===== src/rtl/pfh_pkg.sv =====
package pfh_pkg;
  localparam int KIND_W   = 2;
  localparam int FILT_W   = 2;
  localparam int SUPPLY_W = 4;
  localparam int REC_W    = KIND_W + FILT_W + SUPPLY_W;

  typedef struct packed {
    logic [KIND_W-1:0]   kind;
    logic [FILT_W-1:0]   filt;
    logic [SUPPLY_W-1:0] supply;
  } fault_rec_t;

  localparam fault_rec_t REC_EMPTY = '0;
endpackage


===== src/rtl/pfh_event_detect.sv =====
module pfh_event_detect (
  input  logic clk,
  input  logic rst_n,
  input  logic mainline_on,
  input  logic reset_key,
  input  logic power_on,
  output logic xfer
);
  logic ev_lvl;
  logic ev_q;

  assign ev_lvl = reset_key & power_on & mainline_on;
  assign xfer   = ev_lvl & ~ev_q;

  always_ff @(posedge clk or negedge rst_n) begin
    if (!rst_n) ev_q <= 1'b0;
    else        ev_q <= ev_lvl;
  end

  // a held combination yields exactly one transfer pulse
  a_r5_single_pulse: assert property (@(posedge clk) disable iff (!rst_n)
    xfer |=> !xfer);
endmodule


===== src/rtl/pfh_present.sv =====
module pfh_present
  import pfh_pkg::*;
(
  input  logic       clk,
  input  logic       rst_n,
  input  logic       mainline_on,
  input  logic       xfer,
  input  logic       strobe,
  input  fault_rec_t rec_in,
  output fault_rec_t pres_rec
);
  logic held;
  logic accept;

  assign accept = mainline_on && !xfer && strobe && !held &&
                  (rec_in.kind != '0);

  always_ff @(posedge clk or negedge rst_n) begin
    if (!rst_n) begin
      pres_rec <= REC_EMPTY;
      held     <= 1'b0;
    end else if (!mainline_on || xfer) begin
      pres_rec <= REC_EMPTY;
      held     <= 1'b0;
    end else if (accept) begin
      pres_rec <= rec_in;
      held     <= 1'b1;
    end
  end

  a_r2_capture: assert property (@(posedge clk) disable iff (!rst_n)
    (mainline_on && !xfer && strobe && !held && rec_in.kind != '0)
    |=> pres_rec == $past(rec_in));
  a_r3_first_kept: assert property (@(posedge clk) disable iff (!rst_n)
    (held && mainline_on && !xfer) |=> $stable(pres_rec));
  a_r4_no_kind_ignored: assert property (@(posedge clk) disable iff (!rst_n)
    (!held && rec_in.kind == '0) |=> !held);
  a_r6_xfer_clears: assert property (@(posedge clk) disable iff (!rst_n)
    xfer |=> (pres_rec == REC_EMPTY && !held));
  a_r7_mainline_pres: assert property (@(posedge clk) disable iff (!rst_n)
    !mainline_on |=> pres_rec == REC_EMPTY);
endmodule


===== src/rtl/pfh_previous.sv =====
module pfh_previous
  import pfh_pkg::*;
(
  input  logic       clk,
  input  logic       rst_n,
  input  logic       mainline_on,
  input  logic       xfer,
  input  fault_rec_t pres_rec,
  output fault_rec_t prev_rec
);
  always_ff @(posedge clk or negedge rst_n) begin
    if (!rst_n)            prev_rec <= REC_EMPTY;
    else if (!mainline_on) prev_rec <= REC_EMPTY;
    else if (xfer)         prev_rec <= pres_rec;
  end

  a_r5_copy: assert property (@(posedge clk) disable iff (!rst_n)
    (xfer && mainline_on) |=> prev_rec == $past(pres_rec));
  a_r5_hold: assert property (@(posedge clk) disable iff (!rst_n)
    (!xfer && mainline_on) |=> $stable(prev_rec));
  a_r7_mainline_prev: assert property (@(posedge clk) disable iff (!rst_n)
    !mainline_on |=> prev_rec == REC_EMPTY);
endmodule


===== src/rtl/pfh_display.sv =====
module pfh_display
  import pfh_pkg::*;
#(
  parameter int OUT_W = REC_W
) (
  input  logic             clk,
  input  logic             rst_n,
  input  logic             disp_key,
  input  logic             sel_prev,
  input  fault_rec_t       pres_rec,
  input  fault_rec_t       prev_rec,
  output logic [OUT_W-1:0] disp_byte
);
  logic [OUT_W-1:0] chosen;

  always_comb begin
    if (!disp_key)     chosen = '0;
    else if (sel_prev) chosen = OUT_W'(prev_rec);
    else               chosen = OUT_W'(pres_rec);
  end

  always_ff @(posedge clk or negedge rst_n) begin
    if (!rst_n) disp_byte <= '0;
    else        disp_byte <= chosen;
  end

  a_r9_present: assert property (@(posedge clk) disable iff (!rst_n)
    (disp_key && !sel_prev) |=> disp_byte == OUT_W'($past(pres_rec)));
  a_r9_previous: assert property (@(posedge clk) disable iff (!rst_n)
    (disp_key && sel_prev) |=> disp_byte == OUT_W'($past(prev_rec)));
  a_r10_blank: assert property (@(posedge clk) disable iff (!rst_n)
    !disp_key |=> disp_byte == '0);
endmodule


===== src/rtl/pwr_fault_history.sv =====
module pwr_fault_history
  import pfh_pkg::*;
(
  input  logic                clk,
  input  logic                rst_n,
  input  logic                mainline_on,
  input  logic                power_on,
  input  logic                reset_key,
  input  logic                fault_strobe,
  input  logic [KIND_W-1:0]   fault_kind,
  input  logic [FILT_W-1:0]   filter_code,
  input  logic [SUPPLY_W-1:0] supply_code,
  input  logic                sel_prev,
  input  logic                disp_key,
  output logic [REC_W-1:0]    disp_byte
);
  logic       xfer;
  fault_rec_t rec_in;
  fault_rec_t pres_rec;
  fault_rec_t prev_rec;

  assign rec_in = '{kind: fault_kind, filt: filter_code, supply: supply_code};

  pfh_event_detect u_event (
    .clk(clk), .rst_n(rst_n), .mainline_on(mainline_on),
    .reset_key(reset_key), .power_on(power_on), .xfer(xfer)
  );

  pfh_present u_present (
    .clk(clk), .rst_n(rst_n), .mainline_on(mainline_on), .xfer(xfer),
    .strobe(fault_strobe), .rec_in(rec_in), .pres_rec(pres_rec)
  );

  pfh_previous u_previous (
    .clk(clk), .rst_n(rst_n), .mainline_on(mainline_on), .xfer(xfer),
    .pres_rec(pres_rec), .prev_rec(prev_rec)
  );

  pfh_display #(.OUT_W(REC_W)) u_display (
    .clk(clk), .rst_n(rst_n), .disp_key(disp_key), .sel_prev(sel_prev),
    .pres_rec(pres_rec), .prev_rec(prev_rec), .disp_byte(disp_byte)
  );

  // field placement on the display byte
  a_r8_layout: assert property (@(posedge clk) disable iff (!rst_n)
    (disp_key && !sel_prev) |=>
      disp_byte == {$past(pres_rec.kind), $past(pres_rec.filt), $past(pres_rec.supply)});
  // R1 is covered through reset values checked by the bench
endmodule


===== config.mk =====
export PLATFORM = sky130hd
export DESIGN_NAME = pwr_fault_history
export DESIGN_NICKNAME = d
export VERILOG_FILES = /design/src/rtl/pfh_pkg.sv /design/src/rtl/pfh_event_detect.sv /design/src/rtl/pfh_present.sv /design/src/rtl/pfh_previous.sv /design/src/rtl/pfh_display.sv /design/src/rtl/pwr_fault_history.sv
export SDC_FILE = /design/constraint.sdc
export NUM_CORES = 1
export LEC_CHECK = 0
export ABC_AREA = 1
export ABC_CLOCK_PERIOD_IN_PS = 2500
export CORE_ASPECT_RATIO = 1.1
export CORE_UTILIZATION = 50
export CTS_CLUSTER_DIAMETER = 40
export DETAILED_ROUTE_END_ITERATION = 6
export GPL_TIMING_DRIVEN = 0
export PLACE_DENSITY = 0.87
export SYNTH_ARGS = -nofsm -noshare
export SYNTH_HDL_FRONTEND = slang
export SYNTH_HIERARCHICAL = 1
export SYNTH_SLANG_ARGS = --single-unit

===== constraint.sdc =====
create_clock -name clk -period 2.5 [get_ports clk]
set_input_delay 0.5 -clock clk [delete_from_list [all_inputs] [get_ports clk]]
set_output_delay 0.5 -clock clk [all_outputs]
set_load 0.05 [all_outputs]

==> results of run 1 <==
-- through the flow --
step	cells	worst slack, ps	hold slack, ps	power (mW)
floorplan	138	1329	204.4	0.5448
global placement	189	665.8	485.1	0.5959
detailed placement	189	637.2	488.3	0.6028
CTS	193	522.7	389.0	0.8850
global route	193	478.8	376.7	0.9228
finish	193	540.8	393.8	0.8779
-- per-layer routing --
metal / up-vias / GRT usage [%] / routed length (um)
li1: 478 / - / -
met1: 460 / 20.07 / 882
met2: 26 / 39.41 / 1242
met3: 0 / 3.889 / 88
met4: 0 / 8.095 / 0
met5: - / 0 / 0
-- state kept, by name, indices dropped and copies added (netlist names) --
signal	flops
u_present/held	1
u_present/pres_rec	8
u_event/ev_q	1
u_previous/prev_rec	8
u_display/disp_byte	8
-- area by class of cell --
type | count | area (um2)
multi-input combinational | 90 | 437.9
inverter | 15 | 61.31
clock inverter | 1 | 30.03
clock buffer | 3 | 22.52
sequential | 26 | 650.6
buffer | 7 | 95.09
fill | 185 | 752.0
timing repair buffer | 21 | 210.2
tap | 30 | 37.54
-- kinds of logic after synthesis --
logic type | Yosys count
AOI/OAI and AO/OA | 1
buffers and inverters | 22
DFF | 26
and+or+nand+nor | 89
-- cells in the mapped netlist --
cell	count	area share, %
nor2_2	3	1.5
nor2_8	1	1.6
clkinv_4	1	0.70
inv_2	2	0.60
nand2_2	3	1.5
nor2_1	16	4.8
buf_6	4	3.6
nand2_1	31	9.3
buf_12	1	1.6
a21boi_2	1	0.90
nand3_2	1	0.80
nand3_1	32	13
nand2_4	1	0.90
nor2_4	1	0.90
buf_8	2	2.4
dfrtp_1	26	52
inv_1	12	3.6
-- worst min-delay path, stage by stage --
cell	delay [ps]
buf_8	110
nand2_1	60
nor2_1	30
-- path summary, 6_finish.rpt --
check                                       startpoint  slack (ps)                endpoint  depth (start not counted)
max in group asynchronous                        rst_n        1080  u_previous/prev_rec[0]                          1
worst min register to register  u_previous/prev_rec[0]         520  u_previous/prev_rec[0]                          2
min in group asynchronous                        rst_n         760  u_display/disp_byte[5]                          1
worst max-delay path            u_display/disp_byte[3]         540            disp_byte[3]                          1
worst max register to register            u_event/ev_q        1420  u_previous/prev_rec[5]                          5
worst min-delay path                          disp_key         390  u_display/disp_byte[5]                          3
-- power by group through the flow --
stage               sequential [mW]  clock [mW]  combinational [mW]
floorplan                     0.476           0              0.0692
global placement              0.455           0               0.141
detailed placement            0.457           0               0.146
CTS                           0.448       0.290               0.147
global route                  0.451       0.313               0.160
finish                        0.448       0.284               0.145
==> qor.csv, run 1 <==
stage;metric;value;unit
run_status;outcome;complete, no violations;
final_layout;drive_above_1_share;15.34;%
sta;setup_viol;0;
yosys;synth_nets;154;
yosys;synth_top_family_by_area;simple AND/OR/NAND/NOR gates;
drt;ant_nets;0;
sta;worst_slew_pin_slew;1110;ps
clock_network;ctsHtreeMaxLevel;1;
drt;via_count;964;
critical_path;path_delay_family;buffers and inverters;
pwr;p_sw_share;24.74;%
yosys;yosysWarningCount;6;
clock_network;holdBufCountCts;0;
clock_network;cts_root_buf;clkbuf_4;
critical_path;crit_type;reg -> out;
clock_network;path_clk_slew;140;ps
sta;rsz0062_at_grt;false;
job;max_cap_violations;0;
pwr;share_comb_of_total_power;16.6;%
placed_design;dpl.hpwl;1726;um
final_layout;final_area;0.001545;mm2
critical_path;cp_cell_sequence;clkdlybuf4s50_1;
sta;layout_min_cycle_time;1959;ps
pwr;p_int;0.6607;mW
drt;routed_wl;2213;um
pwr;power_density;568.2;mW/mm2
clock_network;cts.sinks;26;
die;rows;18;
die;core_area;0.002297;mm2
drt;drt_first_pass_iters;5;
yosys;synthCells;138;
yosys;synthAdderAreaFrac;0;%
die;die_y;54.34;um
clock_network;cts.path.max_buffers;2;
final_layout;layout_common_cells;nand3_1, nand2_1, dfrtp_1;
sta;finalCritPeriodShare;78.37;%
pwr;ir_drop;0.0003550;V
critical_path;worstPathRequired;2000;ps
yosys;ys_seq_area_share;52.26;%
critical_path;crit_buf_inv;1;
critical_path;cp-start-kind;flip-flop;
clock_network;cts_tree;built;
sta;fin_worst_skew;6.849;ps
clock_network;postCtsSetupBuffers;0;
yosys;synth_compound_area_share;0.9045;%
pwr;seqPwrFrac;51.1;%
pwr;leakage;0.7952;nW
global_routing;grt_pass1_vias;971;
yosys;yosysUniqueCellTypes;17;
die;die_w;49.58;um
final_layout;diodes;0;
placed_design;gp_congestion;0.7864;
drt;drt_iter0_drc;21;
final_layout;layout.nets;180;
clock_network;cts_buffers;3;
global_routing;grt_max_degree;27;
final_layout;final_common_cell;nand3_1;
yosys;ys_ff_latch;26;
die;io_pins;24;
critical_path;critical-path-max-stage-delay;790;ps
yosys;syn_avg_cell_area;9.021;um2
yosys;synth_area;0.001245;mm2
yosys;yosys.area_share.simple;34.27;%
placed_design;portBuffers;21;
die;start_util;54.19;%
pwr;clkPwrFrac;32.3;%
drt;post_drt_wl_per_cell;11.47;um
clock_network;post_cts_resized;0;
global_routing;grtUsageTotal;19.63;%
worst_hold_path;hold_path_class;in -> reg;
sta;fmax;510.4;MHz
drt;drc;0;
critical_path;worst-path-max-fanout;1;
global_routing;grt_pass1_wl;3974;um
critical_path;cp_slowest_cell;clkdlybuf4s50_1;
drt;via_per_inst;4.995;
critical_path;end_kind;output port;
sta;max_slew_margin;25.75;%
die;die-area;0.002694;mm2
global_routing;antenna_found_initial;0;
global_routing;grt_overflow_total;0;
sta;slew_viol_final;0;
critical_path;critPathArrivalTime;1460;ps
clock_network;worstSkewPairLatency;320;ps
final_layout;area_growth;24.12;%
final_layout;fin_util;67.27;%
yosys;yosys-mux-area-fraction;0;%
sta;hold_viol_final;0;
pwr;p_switching;0.2172;mW
placed_design;place_area;0.001493;mm2
yosys;synth_xor_area_share;0;%
sta;tns;0;ps
Note: power is estimated with default switching activity, not from simulation.
==> run 2: changes to the inputs <==
- ABC_CLOCK_PERIOD_IN_PS: 2500 -> 1700
- CORE_UTILIZATION: 50 -> 45
- PLACE_DENSITY: 0.87 -> 0.84
- clock period: 2.5 -> 1.7 ns (I/O delays scaled with it)
==> qor.csv, run 2 (same netlist as run 1, synthesis figures left out) <==
stage;metric;value;unit;change
sta;setup_viol;0;;unchanged
worst_hold_path;hold_path_class;in -> reg;;
global_routing;grt_pass1_vias;840;;-13%
clock_network;cts_root_buf;clkbuf_4;;
drt;routed_wl;2291;um;+3.5%
sta;tns;0;ps;unchanged
run_status;outcome;complete, no violations;;
final_layout;layout_common_cells;nand3_1, nand2_1, dfrtp_1;;
die;die_w;52.15;um;+5.2%
clock_network;cts_tree;built;;
placed_design;portBuffers;21;;unchanged
critical_path;cp_slowest_cell;dlygate4sd2_1;;
drt;drt_iter0_drc;15;;-29%
clock_network;ctsHtreeMaxLevel;1;;unchanged
drt;drt_first_pass_iters;4;;-1
worst_hold_path;worstHoldStart;disp_key;;
critical_path;r2r-start;u_event/ev_q;;
die;die_y;57.17;um;+5.2%
sta;fin_worst_skew;3.973;ps;-2.876 ps
sta;max_slew_margin;24.78;%;-0.97 points
die;die-area;0.002981;mm2;+11%
clock_network;cts_buffers;3;;unchanged
pwr;ir_drop;0.0004353;V;+23%
final_layout;fin_util;59.21;%;-8.1 points
worst_hold_path;hold_path_end;u_display/disp_byte[6];;
die;core_area;0.002567;mm2;+12%
critical_path;crit_type;reg -> out;;
clock_network;path_clk_slew;140;ps;about the same
pwr;power_density;774.7;mW/mm2;+36%
global_routing;grt_max_degree;27;;unchanged
clock_network;postCtsSetupBuffers;0;;unchanged
final_layout;diodes;0;;unchanged
final_layout;final_common_cell;nand3_1;;
sta;slew_viol_final;0;;unchanged
clock_network;worstSkewPairLatency;320;ps;about the same
die;start_util;48.49;%;-5.7 points
critical_path;worstPathRequired;1360;ps;-640 ps
global_routing;antenna_found_initial;0;;unchanged
worst_hold_path;min_path_cells;3;;unchanged
global_routing;grt_overflow_total;0;;unchanged
critical_path;critical-path-max-stage-delay;520;ps;-270 ps
job;max_cap_violations;0;;unchanged
sta;rsz0062_at_grt;false;;
critical_path;rrSetupSlack;610;ps;-810 ps
placed_design;dpl.hpwl;1741;um;+0.87%
final_layout;area_growth;22.11;%;
die;rows;19;;+1
sta;layout_min_cycle_time;1536;ps;
clock_network;cts.path.max_buffers;2;;unchanged
sta;finalCritPeriodShare;90.33;%;
global_routing;grt_pass1_wl;3753;um;-5.6%
drt;drc;0;;unchanged
critical_path;r2r-end;u_previous/prev_rec[5];;
global_routing;grtUsageTotal;17.15;%;-2.5 points
sta;fmax;651.2;MHz;
critical_path;cp-start-kind;flip-flop;;
critical_path;cp_cell_sequence;dlygate4sd2_1;;
placed_design;place_inst;190;;+0.53%
pwr;leakage;0.8195;nW;+3.0%
critical_path;critPathArrivalTime;1200;ps;-260 ps
critical_path;reg2reg_depth;5;;unchanged
drt;via_per_inst;4.933;;-1.2%
sta;worst_slew_pin_slew;1125;ps;+14.47 ps
final_layout;layout.nets;180;;unchanged
final_layout;top_regs;u_display/disp_byte x8, u_present/pres_rec x8, u_previous/prev_rec x8;;
clock_network;cts.sinks;26;;unchanged
critical_path;path_delay_family;buffers and inverters;;
die;io_pins;24;;unchanged
final_layout;drive_above_1_share;15.34;%;unchanged
drt;via_count;957;;-0.73%
drt;ant_nets;0;;unchanged
sta;hold_viol_final;0;;unchanged
final_layout;final_cells;194;;+0.52%
drt;post_drt_wl_per_cell;11.81;um;+3.0%
placed_design;gp_congestion;0.7953;;+1.1%
critical_path;crit_buf_inv;1;;unchanged
critical_path;end_kind;output port;;
critical_path;worst-path-max-fanout;1;;unchanged
==> run 2: cell types whose count changed in the layout (fill, tap and decap cells not counted), sizes merged <==
cell,change
bufinv,-1
dlygate4sd2,+8
clkbuf,+1
clkdlybuf4s50,-8
==> run 2: how the worst max path moves through the flow <==
stage / from / end / slack (ps) / cells past startpoint
4_1_cts: u_display/disp_byte[1] / disp_byte[1] / 140 / 1
3_3_place_gp: rst_n / u_present/held / 10 / 1
5_1_grt: u_display/disp_byte[5] / disp_byte[5] / 120 / 1
2_1_floorplan: mainline_on / u_present/pres_rec[5] / 690 / 6
3_5_place_dp: rst_n / u_present/held / -50 / 1
6_report: u_display/disp_byte[0] / disp_byte[0] / 160 / 1
==> run 2: what timing repair did <==
action	CTS	global route
endpoints found under the setup margin	8	0
resized for setup	8	0
hold buffers	0	0
==> run 2: metrics by stage <==
stage	hold slack [ps]	power, mW	cell area [um2]	worst slack [ps]
after detailed placement	488.2	0.8866	1494	-46.17
after global routing	211.0	1.235	1520	115.6
after floorplan	44.41	0.8012	1245	688.9
final	229.3	1.178	1520	164.4
after CTS	217.8	1.193	1520	138.9
after global placement	486.2	0.8778	1494	14.72
==> run 2: final cells by class <==
cell class | instances | area (um2)
fill | 240 | 1047
inverter | 15 | 61.31
timing repair buffer | 21 | 200.2
tap | 31 | 38.79
buffer | 7 | 95.09
multi-input combinational | 90 | 437.9
sequential | 26 | 650.6
clock buffer | 4 | 36.28
==> run 2: per-layer routing <==
layer / vias to the layer above / global-route usage (%) / wire (um)
li1: 478 / - / -
met1: 442 / 21.15 / 967
met2: 32 / 28.39 / 1172
met3: 5 / 1.867 / 89
met4: 0 / 10.53 / 61
met5: - / 0 / 0
==> run 2: report_power, final <==
| part | switching (mW) | internal, mW |
|---|---|---|
| logic | 0.123 | 0.0840 |
| registers | 0.0157 | 0.643 |
| clock network | 0.181 | 0.131 |
==> run 3: changes to the inputs <==
- ABC_CLOCK_PERIOD_IN_PS: 1700 -> 1500
- CORE_ASPECT_RATIO: 1.1 -> unset
- CORE_UTILIZATION: 45 -> 50
- PLACE_DENSITY: 0.84 -> 0.87
- clock period: 1.7 -> 1.5 ns (I/O delays scaled with it)
==> qor.csv, run 3 (same netlist as run 1, synthesis figures left out) <==
stage;metric;value;unit;change
worst_hold_path;hold_path_class;in -> reg;;
critical_path;worstPathRequired;1200;ps;-160 ps
pwr;clkPwrFrac;23.1;%;-3.4 points
clock_network;path_clk_slew;140;ps;about the same
critical_path;worst-path-max-fanout;1;;unchanged
pwr;power_density;848.8;mW/mm2;+9.6%
pwr;p_sw_share;27.95;%;+0.81 points
sta;worst_slew_pin_slew;1090;ps;-34.96 ps
final_layout;drive_above_1_share;16.05;%;+0.71 points
drt;ant_nets;0;;unchanged
clock_network;cts_tree;built;;
clock_network;postCtsSetupBuffers;0;;unchanged
final_layout;diodes;0;;unchanged
sta;setup_viol;0;;unchanged
drt;via_per_inst;4.874;;-1.2%
drt;post_drt_wl_per_cell;11.13;um;-5.7%
global_routing;antenna_found_initial;0;;unchanged
clock_network;cts.path.max_buffers;2;;unchanged
final_layout;layout.nets;180;;unchanged
clock_network;ctsHtreeMaxLevel;1;;unchanged
sta;tns;0;ps;unchanged
run_status;outcome;complete, no violations;;
sta;layout_min_cycle_time;1472;ps;
sta;hold_ws;198.1;ps;-31.28 ps
drt;via_count;926;;-3.2%
pwr;p_switching;0.3562;mW;+11%
placed_design;dpl.hpwl;1631;um;-6.3%
final_layout;final_common_cell;nand3_1;;
critical_path;critPathArrivalTime;1170;ps;-30 ps
placed_design;dpl_worst_slack;-161.9;ps;-115.8 ps
final_layout;layout_common_cells;nand3_1, nand2_1, dfrtp_1;;
clock_network;cts_buffers;3;;unchanged
sta;hold_viol_final;0;;unchanged
drt;routed_wl;2115;um;-7.7%
final_layout;top_regs;u_display/disp_byte x8, u_present/pres_rec x8, u_previous/prev_rec x8;;
clock_network;cts_root_buf;clkbuf_4;;
global_routing;grt_max_degree;27;;unchanged
drt;drt_first_pass_iters;4;;unchanged
die;die-area;0.002694;mm2;-9.6%
placed_design;place_inst;187;;-1.6%
pwr;share_comb_of_total_power;18.3;%;+0.7 points
job;max_cap_violations;0;;unchanged
pwr;seqPwrFrac;58.6;%;+2.7 points
global_routing;grtUsageTotal;18.51;%;+1.4 points
placed_design;portBuffers;21;;unchanged
critical_path;critical-path-max-stage-delay;520;ps;about the same
sta;worst_slack;27.82;ps;-136.6 ps
critical_path;crit_buf_inv;1;;unchanged
critical_path;cp_slowest_cell;dlygate4sd2_1;;
global_routing;grt_pass1_wl;3650;um;-2.7%
clock_network;worstSkewPairLatency;310;ps;about the same
drt;drt_iter0_drc;21;;+6
sta;finalCritPeriodShare;98.15;%;
drt;drc;0;;unchanged
die;die_w;51.90;um;-0.48%
die;die_y;51.90;um;-9.2%
pwr;ir_drop;0.0006007;V;+38%
pwr;leakage;0.7921;nW;-3.3%
global_routing;grt_pass1_vias;857;;+2.0%
die;core_area;0.002276;mm2;-11%
sta;max_slew_margin;27.12;%;+2.3 points
critical_path;end_kind;output port;;
sta;rsz0062_at_grt;false;;
die;start_util;54.70;%;+6.2 points
sta;fmax;679.3;MHz;
placed_design;gp_congestion;0.8058;;+1.3%
sta;fin_worst_skew;0.9293;ps;-3.044 ps
sta;slew_viol_final;0;;unchanged
die;io_pins;24;;unchanged
critical_path;cp_cell_sequence;dlygate4sd2_1;;
critical_path;path_delay_family;buffers and inverters;;
final_layout;final_cells;190;;-2.1%
critical_path;crit_type;reg -> out;;
critical_path;cp-start-kind;flip-flop;;
die;rows;17;;-2
pwr;p_int;0.9183;mW;+7.0%
final_layout;area_growth;20.60;%;
clock_network;cts.sinks;26;;unchanged
global_routing;grt_overflow_total;0;;unchanged
==> run 3: changes by cell type in the layout (fill, tap and decap cells not counted) <==
cell and change:
dlygate4sd2_1 -7, clkdlybuf4s15_1 +5, clkbuf_2 +2, clkbuf_8 -1
==> run 3: per-layer routing <==
| layer | GRT usage, % | share of wire (%) | vias up |
|---|---|---|---|
| met5 | 0 | 0 | - |
| met4 | 6.757 | 0 | 0 |
| met3 | 2.924 | 4.3 | 0 |
| met2 | 31.62 | 51 | 22 |
| met1 | 23.43 | 44 | 427 |
| li1 | - | - | 477 |
==> run 3: worst paths after layout <==
kind,cells after the start,slack [ps],from,endpoint
min reg2reg,2,520,u_previous/prev_rec[3],u_previous/prev_rec[3]
max reg2reg,5,410,u_event/ev_q,u_previous/prev_rec[2]
min,3,200,disp_key,u_display/disp_byte[6]
max,1,30,u_display/disp_byte[7],disp_byte[7]
min in group asynchronous,1,560,rst_n,u_previous/prev_rec[1]
max in group asynchronous,1,300,rst_n,u_present/pres_rec[2]
==> run 3: area by class of cell <==
cell class	instances	area, um2
Buffer	7	95.09
Clock buffer	3	22.52
Sequential cell	26	650.6
Timing Repair Buffer	21	198.9
Inverter	15	61.31
Fill cell	185	774.5
Tap cell	28	35.03
Multi-Input combinational cell	90	437.9
==> run 3: what timing repair did <==
| action | 4_1_cts | 5_1_grt |
|---|---|---|
| hold buffers | 0 | 0 |
| endpoints found under the setup margin | 8 | 7 |
| pin swaps | 0 | 0 |
| gates resized for setup | 8 | 9 |
==> run 3: through the flow <==
stage / cell area, um2 / power, mW / utilization, %
detailed placement: 1490 / 1.002 / 65.48
finish: 1501 / 1.274 / 65.97
CTS: 1503 / 1.271 / 66.03
floorplan: 1245 / 0.9080 / -
global route: 1501 / 1.322 / 65.97
global placement: 1490 / 0.9934 / 65.48
==> run 3: power by group through the flow <==
stage | logic (mW) | clock network (mW) | registers (mW)
floorplan | 0.115 | 0 | 0.793
global placement | 0.235 | 0 | 0.759
detailed placement | 0.241 | 0 | 0.760
CTS | 0.235 | 0.290 | 0.746
global route | 0.258 | 0.315 | 0.750
finish | 0.233 | 0.295 | 0.747
